===== src/rtl/pxd_pkg.sv =====
package pxd_pkg;

  // Strobes from the line control to the pixel datapath
  typedef struct packed {
    logic emit;   // capture the triplet completing at this edge
    logic flip;   // complement the triplet being captured
  } pxdStrobe_t;

endpackage


===== src/rtl/pxd_ctrl.sv =====
module pxd_ctrl
  import pxd_pkg::*;
#(
  parameter int TRIPLETS = 240,
  parameter int IDX_W    = $clog2(TRIPLETS)
) (
  input  logic             clk,
  input  logic             rstN,
  input  logic             startIn,
  input  logic             invertIn,
  output pxdStrobe_t       strobe,
  output logic [IDX_W-1:0] slotIdx
);

  localparam logic [IDX_W-1:0] LAST = IDX_W'(TRIPLETS - 1);

  logic             active;
  logic [IDX_W-1:0] cnt;

  // A start at this edge discards the period now ending
  always_comb begin
    strobe.emit = active && !startIn;
    strobe.flip = invertIn;
    slotIdx     = cnt;
  end

  always_ff @(posedge clk) begin
    if (!rstN) begin
      active <= 1'b0;
      cnt    <= '0;
    end else if (startIn) begin
      active <= 1'b1;
      cnt    <= '0;
    end else if (active) begin
      if (cnt == LAST) begin
        active <= 1'b0;   // line full
        cnt    <= '0;
      end else begin
        cnt <= cnt + IDX_W'(1);
      end
    end
  end

  // the slot counter never passes the last triplet of a line
  a_r7_cnt_bound: assert property (@(posedge clk) disable iff (!rstN)
    active |-> (cnt <= LAST));

  // the cycle after a reset edge has no line in progress
  a_r9_reset_idle: assert property (@(posedge clk)
    !rstN |=> !active);

endmodule


===== src/rtl/pxd_datapath.sv =====
module pxd_datapath
  import pxd_pkg::*;
#(
  parameter int GRPS          = 3,
  parameter int LANES_PER_GRP = 3,
  parameter int IDX_W         = 8,
  localparam int LANES        = GRPS * LANES_PER_GRP,
  localparam int CODE_W       = 2 * LANES_PER_GRP,
  localparam int PIX_W        = GRPS * CODE_W
) (
  input  logic             clk,
  input  logic             rstN,
  input  logic [LANES-1:0] laneIn,
  input  pxdStrobe_t       strobe,
  input  logic [IDX_W-1:0] slotIdx,
  output logic             outValid,
  output logic [IDX_W-1:0] tripIdx,
  output logic [PIX_W-1:0] pixOut
);

  logic [LANES-1:0] fallBits;   // values held during the high phase
  logic [PIX_W-1:0] word;

  // Even bits are taken at mid-period
  always_ff @(negedge clk) begin
    fallBits <= laneIn;
  end

  // Lane 3g+j -> code g bits 2j and 2j+1
  for (genvar g = 0; g < GRPS; g++) begin : gGrp
    for (genvar j = 0; j < LANES_PER_GRP; j++) begin : gLane
      assign word[g*CODE_W + 2*j]     = fallBits[g*LANES_PER_GRP + j];
      assign word[g*CODE_W + 2*j + 1] = laneIn[g*LANES_PER_GRP + j];
    end
  end

  always_ff @(posedge clk) begin
    if (!rstN) begin
      outValid <= 1'b0;
      tripIdx  <= '0;
      pixOut   <= '0;
    end else begin
      outValid <= strobe.emit;
      if (strobe.emit) begin
        tripIdx <= slotIdx;
        pixOut  <= strobe.flip ? ~word : word;
      end
    end
  end

  // consecutive triplets carry consecutive indices
  a_r8_idx_step: assert property (@(posedge clk) disable iff (!rstN)
    (outValid && $past(outValid)) |-> (tripIdx == $past(tripIdx) + IDX_W'(1)));

  // outputs hold still while no triplet is presented
  a_r8_hold_idle: assert property (@(posedge clk) disable iff (!rstN)
    (!outValid && $past(rstN)) |-> ($stable(pixOut) && $stable(tripIdx)));

endmodule


===== src/rtl/pxd_deser.sv =====
module pxd_deser
  import pxd_pkg::*;
#(
  parameter int GRPS          = 3,
  parameter int LANES_PER_GRP = 3,
  parameter int TRIPLETS      = 240,
  localparam int LANES        = GRPS * LANES_PER_GRP,
  localparam int CODE_W       = 2 * LANES_PER_GRP,
  localparam int PIX_W        = GRPS * CODE_W,
  localparam int IDX_W        = $clog2(TRIPLETS)
) (
  input  logic             clk,
  input  logic             rstN,
  input  logic [LANES-1:0] laneIn,
  input  logic             startIn,
  input  logic             invertIn,
  output logic             outValid,
  output logic [IDX_W-1:0] tripIdx,
  output logic [PIX_W-1:0] pixOut
);

  pxdStrobe_t       strobe;
  logic [IDX_W-1:0] slotIdx;

  pxd_ctrl #(
    .TRIPLETS (TRIPLETS),
    .IDX_W    (IDX_W)
  ) u_ctrl (
    .clk      (clk),
    .rstN     (rstN),
    .startIn  (startIn),
    .invertIn (invertIn),
    .strobe   (strobe),
    .slotIdx  (slotIdx)
  );

  pxd_datapath #(
    .GRPS          (GRPS),
    .LANES_PER_GRP (LANES_PER_GRP),
    .IDX_W         (IDX_W)
  ) u_dp (
    .clk      (clk),
    .rstN     (rstN),
    .laneIn   (laneIn),
    .strobe   (strobe),
    .slotIdx  (slotIdx),
    .outValid (outValid),
    .tripIdx  (tripIdx),
    .pixOut   (pixOut)
  );

  // no triplet in the cycle after a sampled start pulse
  a_r4_start_gap: assert property (@(posedge clk) disable iff (!rstN)
    startIn |=> !outValid);

  // nothing follows the last triplet of a line
  a_r7_stop_at_end: assert property (@(posedge clk) disable iff (!rstN)
    (outValid && tripIdx == IDX_W'(TRIPLETS - 1)) |=> !outValid);

  // every run of triplets starts at index zero
  a_r10_first_zero: assert property (@(posedge clk) disable iff (!rstN)
    $rose(outValid) |-> (tripIdx == '0));

endmodule


===== config.mk =====
export PLATFORM = sky130hd
export DESIGN_NAME = pxd_deser
export DESIGN_NICKNAME = d
export VERILOG_FILES = /design/src/rtl/pxd_pkg.sv /design/src/rtl/pxd_ctrl.sv /design/src/rtl/pxd_datapath.sv /design/src/rtl/pxd_deser.sv
export SDC_FILE = /design/constraint.sdc
export NUM_CORES = 1
export LEC_CHECK = 0
export BUFFER_PORTS_ARGS = -buffer_cell sky130_fd_sc_hd__buf_2
export CORE_MARGIN = 2
export CORE_UTILIZATION = 30
export DETAILED_ROUTE_END_ITERATION = 10
export PLACE_DENSITY = 0.55
export SKIP_LAST_GASP = 1
export SYNTH_ARGS = -nofsm -noshare
export SYNTH_HDL_FRONTEND = slang
export SYNTH_SLANG_ARGS = --single-unit
export TNS_END_PERCENT = 10

===== constraint.sdc =====
create_clock -name clk -period 2.4 [get_ports clk]
set_clock_uncertainty 0.05 [all_clocks]
set_input_delay 0.12 -clock clk [delete_from_list [all_inputs] [get_ports clk]]
set_output_delay 0.12 -clock clk [all_outputs]
set_load 0.05 [all_outputs]

==> flow_summary.toml <==
[clock_tree]
insertion_delay_ps = 360
clk_pin_slew_ps = 90
htree_num_levels = 2
ctsResizeCount = 0
cts_setup_buffers = 0
cts_max_path_buffers = 2
hold_buffers = 0
cts_tree = "built"
clock-sinks = 45
root_buffer = "clkbuf_8"
cts_made_buffers = 5

[power]
clkPwrFrac_pct = 38.2
p_seq_share_pct = 49.5
combinationalPowerShare_pct = 12.3
p_per_area_nw_per_um2 = 754
net-switching-power_w = 0.000462
sw_frac_of_total_pct = 28.8
leakagePower_nw = 1.08
power.internal_w = 0.00114
ir_drop_mv = 0.469

[finish]
area_growth_pct = 21.8
layout-drive-gt1-share_pct = 22.8
nNetsFinal = 232
num_antenna_cells = 0
fillers = 571
finalNonFillerCells = 291

[floorplan]
dieWidth_um = 80.4
die_h_um = 80.4
die-area_um2 = 6460
core_area_um2 = 5570
start_util_pct = 31.4
rows = 27
io_pins = 40

[placed_design]
dp_cells = 275
dp_hpwl_um = 2190
gp_congestion = 0.664
port_buffers = 39

[global_route]
gr-usage-met3_pct = 5.84
grt_use_met2_pct = 17.0
grt_use_total_pct = 11.2
busiest_layer = "met2"
overflow = 0
grt_pass1_vias = 1195
antenna_found_initial = 0
grt_max_degree = 37
grt_pass1_wl_um = 5510
grtUsageMet1_pct = 13.4

[synthesis]
synth_edf_count = 0
yosysSeqAreaShare_pct = 51.5
syn-cell-area_um2 = 1750
synthesis.nets = 189
synth_cell_types = 27
synthArstFlopShare_pct = 0
synth_ff_type = "dfxtp_1"
syn_area_per_cell_um2 = 10.0
synth-seq-cells = 45
netlist_instances = 175
yosys_warnings = 0

[critical_path]
reg2reg_from = "u_dp.fallBits[5]"
ff2ff_path_depth = 3
crit_path_max_fanout = 1
crit_path_end_kind = "register"
crit_family = "flip-flops"
cp_slowest_cell = "dfxtp_1"
crit_path_start = "u_dp.fallBits[5]"
crit_chain = "xnor2_1 > nand2_1 > o211a_1"
path_class = "reg -> reg"
startpoint_type = "register"
rrSetupSlack_ps = 390
cp_num_buf_inv = 0
arrival_ps = 2170
timing.rr.end = "u_dp.pixOut[10]"
cpPeakStageDelay_ps = 310
crit_cells = 3
worst_ep_required_time_ps = 2550
endpoint = "u_dp.pixOut[10]"

[detailed_routing]
drc = 0
drtIter0Drc = 48
vias = 1295
wl_um = 3200
drtAntennaViolNets = 0
wl_per_cell_um = 11.0
first_pass_iters = 4
routed_via_density = 4.45

[sta]
fin_tns_setup_ps = 0
slew_viol_final = 0
finalHoldViolations = 0
rsz0062_at_grt = "false"
worst_slew_pin_slew_ps = 515
slew-limit-headroom_pct = 65.7
setup_viol = 0

[min_path]
hold_path_class = "in -> reg"

[flow_run]
drv_cap = 0

[status]
outcome = "finished clean"
## worst min-delay path by stage
stage                  from             to  slack [ps]  depth (start not counted)
detailed placement  startIn  u_ctrl.active         350                          2
global route        startIn  u_ctrl.active          50                          2
global placement    startIn  u_ctrl.active         350                          2
finish              startIn  u_ctrl.active          50                          2
CTS                 startIn  u_ctrl.active          40                          2
floorplan           startIn  u_ctrl.active         190                          1
## power by group through the flow
stage                     Sequential [W]  Combinational, W  Clock [W]
final                           0.000795          0.000197   0.000614
after detailed placement        0.000812          0.000200  0.0000257
after CTS                       0.000796          0.000200   0.000636
after global placement          0.000811          0.000199  0.0000257
after floorplan                 0.000880         0.0000878  0.0000257
after global routing            0.000799          0.000215   0.000686
## layout by cell type (no fill, tap or decap), drive strengths merged, types with 3 or more instances in the layout
cell,count
nand2,37
dfxtp,45
a21boi,8
clkbuf,6
o211a,18
nand2b,3
o21ai,6
buf,40
inv,11
a21oi,4
nand4,3
or3,3
nor2,3
xnor2,19
## logic make-up (layout without fill, tap and decap cells)
group | Yosys count | count (layout) | share of synthesized area [%]
flops | 45 | 45 | 51.5
xor+xnor | 21 | 21 | 10.5
buf+inv | 13 | 57 | 4.08
mux | 1 | 1 | 0.572
compound gates | 38 | 38 | 17.5
simple gates | 56 | 56 | 15.2
fa+ha+maj | 1 | 1 | 0.715
## area by class of cell
cell class | count | area (µm²) | share of cell area [%]
clock inverters | 11 | 53.8 | 2.52
clock buffers | 6 | 93.8 | 4.40
well taps | 72 | 90.1 | 4.23
multi-input cells | 117 | 777 | 36.5
flip-flops and latches | 45 | 901 | 42.3
repair buffers | 40 | 215 | 10.1
## through the flow
step | total power, W | hold slack [ps] | cell area, µm² | utilization [%] | setup WS [ps]
2_1_floorplan | 0.000993 | 194 | 1750 | - | 461
3_3_place_gp | 0.00104 | 348 | 1990 | 35.6 | 435
3_5_place_dp | 0.00104 | 355 | 1990 | 35.6 | 425
4_1_cts | 0.00163 | 44.0 | 2130 | 38.2 | 380
5_1_grt | 0.00170 | 47.9 | 2130 | 38.2 | 322
6_report | 0.00161 | 46.7 | 2130 | 38.2 | 388
## sequential cells by signal (all words and copies together) (netlist names)
signal and cells:
u_ctrl.active 1, u_ctrl.slotIdx 8, u_dp.fallBits 9, u_dp.tripIdx 8, u_dp.pixOut 18, u_dp.outValid 1
## cell usage after synthesis, types with 2 or more instances
cell type	number	share of area [%]
o21ai_0	6	1.7
xnor2_1	19	9.5
nand2_1	37	7.9
o211a_1	18	10
o21a_1	2	0.86
buf_4	4	1.7
xor2_1	2	1.0
nor2b_1	2	0.72
a21boi_0	8	3.4
nand2b_1	3	1.1
nor2_1	3	0.64
buf_2	3	0.86
clkbuf_1	4	0.86
nand4_2	2	1.4
dfxtp_1	45	52
a21oi_1	4	1.1
or3_1	3	1.1
## metal layers
layer | up-vias | wire length (µm)
met5 | - | 0
met4 | 0 | 32
met3 | 4 | 241
met2 | 35 | 1350
met1 | 584 | 1570
li1 | 672 | -
## worst register-to-register path: cells and delay by family, from the launching register on
kind             cells  cell delay [ps]
flip-flops           1              310
AND/OR/NAND/NOR      1               70
AO/OA/AOI/OAI        1              120
XOR/XNOR             1              110
Note: power is estimated with default switching activity, not from simulation.
